$ cat config.mk
export PLATFORM = sky130hd
export DESIGN_NAME = dyn_bus_sizer
export DESIGN_NICKNAME = d
export VERILOG_FILES = /design/src/rtl/dbs_pkg.sv /design/src/rtl/dbs_lane_use.sv /design/src/rtl/dbs_seq.sv /design/src/rtl/dbs_steer.sv /design/src/rtl/dyn_bus_sizer.sv
export SDC_FILE = /design/constraint.sdc
export NUM_CORES = 1
export LEC_CHECK = 0
export CORE_MARGIN = 5
export CORE_UTILIZATION = 45
export CTS_CLUSTER_SIZE = 16
export DETAILED_ROUTE_END_ITERATION = 10
export PLACE_DENSITY_LB_ADDON = 0.2
export SYNTH_ARGS = -nofsm -noshare
export SYNTH_HDL_FRONTEND = slang
export SYNTH_HIERARCHICAL = 1
export SYNTH_SLANG_ARGS = --single-unit
export TNS_END_PERCENT = 50
$ cat constraint.sdc
create_clock -name clk_i -period 2.4 [get_ports clk_i]
set_clock_uncertainty 0.2 [all_clocks]
set_input_delay 0.48 -clock clk_i [delete_from_list [all_inputs] [get_ports clk_i]]
set_output_delay 0.48 -clock clk_i [all_outputs]
set_load 0.01 [all_outputs]
$ cat src/rtl/dbs_pkg.sv
package dbs_pkg;
  typedef enum logic [1:0] {
    ST_IDLE = 2'd0,
    ST_T1   = 2'd1,
    ST_T2   = 2'd2
  } bus_state_e;

  typedef struct packed {
    logic lo_any;
    logic span;
  } lane_use_t;
endpackage

$ cat src/rtl/dbs_lane_use.sv
module dbs_lane_use #(
  parameter int BEW = 4
) (
  input  logic [BEW-1:0]         be_ni,
  output dbs_pkg::lane_use_t     use_o
);
  localparam int HL = BEW / 2;

  always_comb begin
    use_o.lo_any = ~&be_ni[HL-1:0];
    // bytes HL-1 and HL straddle the half boundary
    use_o.span   = ~be_ni[HL-1] & ~be_ni[HL];
  end
endmodule

$ cat src/rtl/dbs_seq.sv
module dbs_seq
  import dbs_pkg::*;
#(
  parameter int AW  = 30,
  parameter int BEW = 4
) (
  input  logic           clk_i,
  input  logic           rst_ni,
  input  logic           req_i,
  input  logic [AW-1:0]  req_addr_i,
  input  logic [BEW-1:0] req_be_ni,
  input  logic           req_we_i,
  input  logic           rdy_ni,
  input  logic           w16_ni,
  input  logic           span_i,
  output logic           accept_o,
  output logic           capture_o,
  output logic           final_o,
  output logic           cyc_o,
  output logic           start_o,
  output logic [AW-1:0]  addr_o,
  output logic [BEW-1:0] be_no,
  output logic           we_o,
  output logic           done_o,
  output logic           err_o
);
  localparam int HL = BEW / 2;
  localparam logic [BEW-1:0] LO_MASK = {{(BEW-HL){1'b0}}, {HL{1'b1}}};

  bus_state_e     state_q;
  logic           second_q;
  logic [AW-1:0]  addr_q;
  logic [BEW-1:0] be_q;
  logic           we_q;
  logic           done_q, err_q;
  logic           go_split;

  assign cyc_o     = (state_q != ST_IDLE);
  assign start_o   = (state_q == ST_T1);
  assign accept_o  = req_i && (state_q == ST_IDLE);
  assign capture_o = (state_q == ST_T2) && !rdy_ni;
  assign go_split  = capture_o && !second_q && span_i && !w16_ni;
  assign final_o   = capture_o && !go_split;
  assign addr_o    = addr_q;
  assign we_o      = we_q;
  assign be_no     = !cyc_o ? '1 : (second_q ? (be_q | LO_MASK) : be_q);
  assign done_o    = done_q;
  assign err_o     = err_q;

  always_ff @(posedge clk_i or negedge rst_ni) begin
    if (!rst_ni) begin
      state_q  <= ST_IDLE;
      second_q <= 1'b0;
      addr_q   <= '0;
      be_q     <= '1;
      we_q     <= 1'b0;
      done_q   <= 1'b0;
      err_q    <= 1'b0;
    end else begin
      done_q <= final_o;
      err_q  <= final_o && second_q && w16_ni;
      unique case (state_q)
        ST_IDLE: if (req_i) begin
          addr_q   <= req_addr_i;
          be_q     <= req_be_ni;
          we_q     <= req_we_i;
          second_q <= 1'b0;
          state_q  <= ST_T1;
        end
        ST_T1: state_q <= ST_T2;
        ST_T2: if (capture_o) begin
          if (go_split) begin
            second_q <= 1'b1;
            state_q  <= ST_T1;
          end else begin
            second_q <= 1'b0;
            state_q  <= ST_IDLE;
          end
        end
        default: state_q <= ST_IDLE;
      endcase
    end
  end

  assert_t1_then_active_R2: assert property (@(posedge clk_i) disable iff (!rst_ni)
    start_o |=> (cyc_o && !start_o));

  assert_split_follows_R6: assert property (@(posedge clk_i) disable iff (!rst_ni)
    (start_o && second_q) |-> $past(state_q == ST_T2 && !rdy_ni));

  assert_done_pulse_R8: assert property (@(posedge clk_i) disable iff (!rst_ni)
    done_q |=> !done_q);

  assert_err_with_done_R10: assert property (@(posedge clk_i) disable iff (!rst_ni)
    err_q |-> done_q);

  assert_addr_stable_R12: assert property (@(posedge clk_i) disable iff (!rst_ni)
    (cyc_o && $past(cyc_o)) |-> $stable(addr_q));
endmodule

$ cat src/rtl/dbs_steer.sv
module dbs_steer #(
  parameter int DW = 32
) (
  input  logic              clk_i,
  input  logic              rst_ni,
  input  logic              accept_i,
  input  logic [DW-1:0]     req_wdata_i,
  input  logic              capture_i,
  input  logic              final_i,
  input  logic              we_i,
  input  logic              lo_any_i,
  input  logic [DW/8-1:0]   bus_be_ni,
  input  logic [DW-1:0]     bus_rdata_i,
  input  logic              w16_ni,
  output logic [DW-1:0]     bus_wdata_o,
  output logic [DW-1:0]     rdata_o
);
  localparam int BEW = DW / 8;
  localparam int HL  = BEW / 2;
  localparam int HW  = DW / 2;

  logic [DW-1:0] wdat_q, acc_q, rdat_q;
  logic [DW-1:0] pick, merged;

  assign bus_wdata_o = lo_any_i ? wdat_q : {wdat_q[DW-1:HW], wdat_q[DW-1:HW]};

  for (genvar i = 0; i < BEW; i++) begin : g_lane
    localparam int SRC16 = (i % HL) * 8;
    assign pick[i*8 +: 8]   = !w16_ni ? bus_rdata_i[SRC16 +: 8] : bus_rdata_i[i*8 +: 8];
    assign merged[i*8 +: 8] = bus_be_ni[i] ? acc_q[i*8 +: 8] : pick[i*8 +: 8];
  end

  always_ff @(posedge clk_i or negedge rst_ni) begin
    if (!rst_ni) begin
      wdat_q <= '0;
      acc_q  <= '0;
      rdat_q <= '0;
    end else begin
      if (accept_i) begin
        wdat_q <= req_wdata_i;
        acc_q  <= '0;
      end else if (capture_i) begin
        acc_q <= merged;
      end
      if (final_i && !we_i) rdat_q <= merged;
    end
  end

  assign rdata_o = rdat_q;

  assert_rdata_hold_R8: assert property (@(posedge clk_i) disable iff (!rst_ni)
    !$past(final_i) |-> $stable(rdat_q));
endmodule

$ cat src/rtl/dyn_bus_sizer.sv
module dyn_bus_sizer #(
  parameter int AW = 30,
  parameter int DW = 32
) (
  input  logic              clk_i,
  input  logic              rst_ni,
  input  logic              req_i,
  input  logic [AW-1:0]     req_addr_i,
  input  logic [DW/8-1:0]   req_be_ni,
  input  logic              req_we_i,
  input  logic [DW-1:0]     req_wdata_i,
  output logic              done_o,
  output logic              err_o,
  output logic [DW-1:0]     rdata_o,
  output logic              bus_cyc_o,
  output logic              bus_start_o,
  output logic [AW-1:0]     bus_addr_o,
  output logic [DW/8-1:0]   bus_be_no,
  output logic              bus_we_o,
  output logic [DW-1:0]     bus_wdata_o,
  input  logic [DW-1:0]     bus_rdata_i,
  input  logic              bus_rdy_ni,
  input  logic              bus_w16_ni
);
  localparam int BEW = DW / 8;

  dbs_pkg::lane_use_t cur_use;
  logic accept, capture, fin;

  dbs_seq #(.AW(AW), .BEW(BEW)) u_seq (
    .clk_i      (clk_i),
    .rst_ni     (rst_ni),
    .req_i      (req_i),
    .req_addr_i (req_addr_i),
    .req_be_ni  (req_be_ni),
    .req_we_i   (req_we_i),
    .rdy_ni     (bus_rdy_ni),
    .w16_ni     (bus_w16_ni),
    .span_i     (cur_use.span),
    .accept_o   (accept),
    .capture_o  (capture),
    .final_o    (fin),
    .cyc_o      (bus_cyc_o),
    .start_o    (bus_start_o),
    .addr_o     (bus_addr_o),
    .be_no      (bus_be_no),
    .we_o       (bus_we_o),
    .done_o     (done_o),
    .err_o      (err_o)
  );

  dbs_lane_use #(.BEW(BEW)) u_use (
    .be_ni (bus_be_no),
    .use_o (cur_use)
  );

  dbs_steer #(.DW(DW)) u_steer (
    .clk_i       (clk_i),
    .rst_ni      (rst_ni),
    .accept_i    (accept),
    .req_wdata_i (req_wdata_i),
    .capture_i   (capture),
    .final_i     (fin),
    .we_i        (bus_we_o),
    .lo_any_i    (cur_use.lo_any),
    .bus_be_ni   (bus_be_no),
    .bus_rdata_i (bus_rdata_i),
    .w16_ni      (bus_w16_ni),
    .bus_wdata_o (bus_wdata_o),
    .rdata_o     (rdata_o)
  );

  assert_idle_be_off_R1: assert property (@(posedge clk_i) disable iff (!rst_ni)
    !bus_cyc_o |-> (bus_be_no == '1));

  assert_upper_dup_R5: assert property (@(posedge clk_i) disable iff (!rst_ni)
    (bus_cyc_o && (&bus_be_no[BEW/2-1:0])) |-> (bus_wdata_o[DW/2-1:0] == bus_wdata_o[DW-1:DW/2]));
endmodule

==> impl_metrics.yaml <==
min_path:
  hold_class: "flop to flop"
  min-delay-start: "u_steer/rdata_o[6]"
  worstHoldPathCells: 2
  timing.hold.worst_endpoint: "u_steer/rdata_o[6]"
synthesis:
  synth-warning-count: 6
  synthesis.area_per_instance_um2: 12.7
  area_leader_netlist: "sky130_fd_sc_hd__dfrtp_1"
  seq_area_frac_synth_pct: 55.4
  postSynthCellCount: 486
  mappedNetlistArea_mm2: 0.00615
  synth.net_count: 590
  synthDominantCellAreaShare_pct: 53.7
  post_synth_main_area_contributors: "sky130_fd_sc_hd__dfrtp_1 54%, sky130_fd_sc_hd__mux2_2 13%, sky130_fd_sc_hd__mux2i_1 7.8%"
  post_synth_num_cell_types: 30
  ys_ff_latch: 136
global_route:
  globalRouteOverflowTotal: 0
  met2_usage_pct: 33.3
  grt_start_max_net_pins: 65
  grt_use_met3_pct: 7.48
  grt_util_met1_pct: 23.1
  gr-max-usage-layer: "met2"
  grt.total_usage_pct: 19.6
  grt_antenna_before_repair: 1
  first_global_vias: 4884
  grt_pass1_wl_um: 24900
final_layout:
  final_common_cell: "sky130_fd_sc_hd__clkdlybuf4s50_1"
  layout.cells.most_common_list: "184 x sky130_fd_sc_hd__clkdlybuf4s50_1, 132 x sky130_fd_sc_hd__dfrtp_1, 60 x sky130_fd_sc_hd__mux2_2"
  layoutNonFillerInstCount: 881
  syn_to_final_growth_pct: 49.1
  final_net_count: 795
  final_core_util_pct: 68.8
  post_route_cells_drive_above_1_share_pct: 26.6
setup_path:
  cp_max_fo: 8
  worstSetupEndpointType: "primary output"
  crit-reg2reg-launch: "u_seq/state_q[1]"
  startpoint_type: "flop"
  critPathKind: "flop to primary output"
  regToRegEndpoint: "u_steer/rdata_o[14]"
  worst-r2r-cell-count: 10
  regToRegSetupSlack_ns: 0.08
  arrival_ns: 1.99
  critical_path_required_ns: 1.72
placement:
  gp_congestion: 0.790
  place_hpwl_um: 10900
  placedCellCount: 839
  pre_cts_ws_ns: -0.205
  io_buffer_count: 206
flow_run:
  max-cap-violations: 0
timing:
  setup_viol: 17
  fin_hold_ws_ns: 0.274
  max_clock_freq_ghz: 0.375
  maxSlewHeadroom_pct: 63.4
  finalWorstSetupSlack_ns: -0.267
  slew_of_the_pin_with_the_lowest_slew_margin_ns: 0.550
  period_needed_ns: 2.67
  timing.setup.tns_ns: -3.27
  slew_violations: 0
  setup_repair_after_global_routing_missed_its_margin: "true"
  hold_viol_final: 0
  finalCritPeriodShare_pct: 111
floorplanning:
  die-width_um: 127
  starting_density_of_the_core_pct: 46.1
  num_rows: 42
  die_area_mm2: 0.0161
  core_mm2: 0.0133
  die_h_um: 127
  top_level_ports: 207
route:
  detail_route.wl_per_cell_um: 17.7
  initialDrtViolationCount: 293
  first_pass_iters: 6
  drc_errors: 0
  drtAntennaViolNets: 0
  vias: 4405
  detail_route.vias_per_cell: 5.00
  postRouteWirelength_um: 15600
status:
  status: "finished with violations"
  failed_checks: "setup timing"
clock_network:
  clk_path_buf_depth: 2
  tritoncts.num_buffers: 17
  clk_latency_ns: 0.41
  clock_pin_transition_on_the_worst_setup_and_hold_timing_paths_ns: 0.06
  cts_tree: "yes"
  numClockSinks: 136
  root_buffer: "sky130_fd_sc_hd__clkbuf_16"
  htree_levels: 4
power_and_ir_drop:
  ir_worst_vdd_uv: 882
  power-per-cell-area_mw_per_mm2: 1370
  cellLeakagePower_nw: 4.26
[cell type report]
| type | instances | area [um2] |
|---|---|---|
| Clock inverter | 12 | 198 |
| Fill cell | 996 | 4170 |
| Inverter | 2 | 7.51 |
| Timing Repair Buffer | 234 | 2410 |
| Sequential cell | 136 | 3410 |
| Clock buffer | 20 | 457 |
| Antenna cell | 1 | 2.50 |
| Tap cell | 176 | 220 |
| Multi-Input combinational cell | 300 | 2470 |
[logic make-up (layout without fill, tap and decap cells)]
family	Yosys count	in the layout	synth area share, %
multiplexers	147	147	27.6
flip-flops	136	136	55.4
AND/OR/NAND/NOR	120	120	8.62
buffers and inverters	50	268	5.71
AO/OA/AOI/OAI	33	33	2.72
other	0	1	0
[worst max-delay path: stages (launching register included)]
cell	delay, ns
sky130_fd_sc_hd__dfrtp_1	0.40
sky130_fd_sc_hd__or3_4	0.41
sky130_fd_sc_hd__nand2_8	0.10
sky130_fd_sc_hd__buf_12	0.13
sky130_fd_sc_hd__buf_4	0.11
sky130_fd_sc_hd__mux2_4	0.30
sky130_fd_sc_hd__buf_6	0.12
[synthesized netlist by cell type (all sizes together)]
cell type	count
nor2b	3
o21ai	32
or3	2
nand2	34
clkbuf	9
nor3	16
dfstp	4
dfrtp	132
nand3b	1
or2	2
nand2b	7
buf	39
o31ai	1
inv	2
and3	1
and2	1
nor3b	2
nor2	50
mux2	99
and2b	1
mux2i	48
[metal layers]
layer / routed length [um] / vias to the layer above
met3: 1160 / 14
met5: 0 / -
met4: 163 / 0
li1: - / 2061
met2: 7860 / 141
met1: 6440 / 2189
[timing repair]
action	4_1_cts	5_1_grt
gates resized for setup	104	1
hold buffers	1	0
hold endpoints to repair	42	0
gates cloned	1	1
pin swaps	3	1
setup endpoints to repair	20	50
setup buffers	6	1
[state kept, by name (all words and copies together) (netlist names)]
name / cells
u_seq/state_q: 2
u_steer/wdat_q: 32
u_steer/acc_q: 32
u_steer/rdata_o: 32
u_seq/second_q: 1
u_seq/we_o: 1
u_seq/done_o: 1
u_seq/be_q: 4
u_seq/addr_o: 30
u_seq/err_o: 1
[per-stage QoR]
step                total power [mW]  cell area, um2
finish                          12.6            9180
detailed placement              9.29            8330
CTS                             12.8            9170
floorplan                       6.74            6150
global placement                9.15            8330
global route                    13.3            9180
[where the power goes]
| part | internal, mW | total [mW] | switching, mW |
|---|---|---|---|
| Combinational | 3.54 | 5.85 | 2.31 |
| Sequential | 3.28 | 3.86 | 0.574 |
| Clock | 1.90 | 2.86 | 0.963 |
| Total | 8.71 | 12.6 | 3.85 |
[how the worst max path moves through the flow]
stage / startpoint / to / depth (start not counted)
2_1_floorplan: u_seq/second_q / bus_wdata_o[10] / 5
3_3_place_gp: u_seq/state_q[1] / bus_wdata_o[0] / 6
3_5_place_dp: u_seq/state_q[1] / bus_wdata_o[10] / 6
4_1_cts: u_seq/second_q / bus_wdata_o[15] / 6
5_1_grt: u_seq/second_q / bus_wdata_o[0] / 6
6_report: u_seq/second_q / bus_wdata_o[4] / 6
No activity file was read; power rests on OpenSTA's default activity.
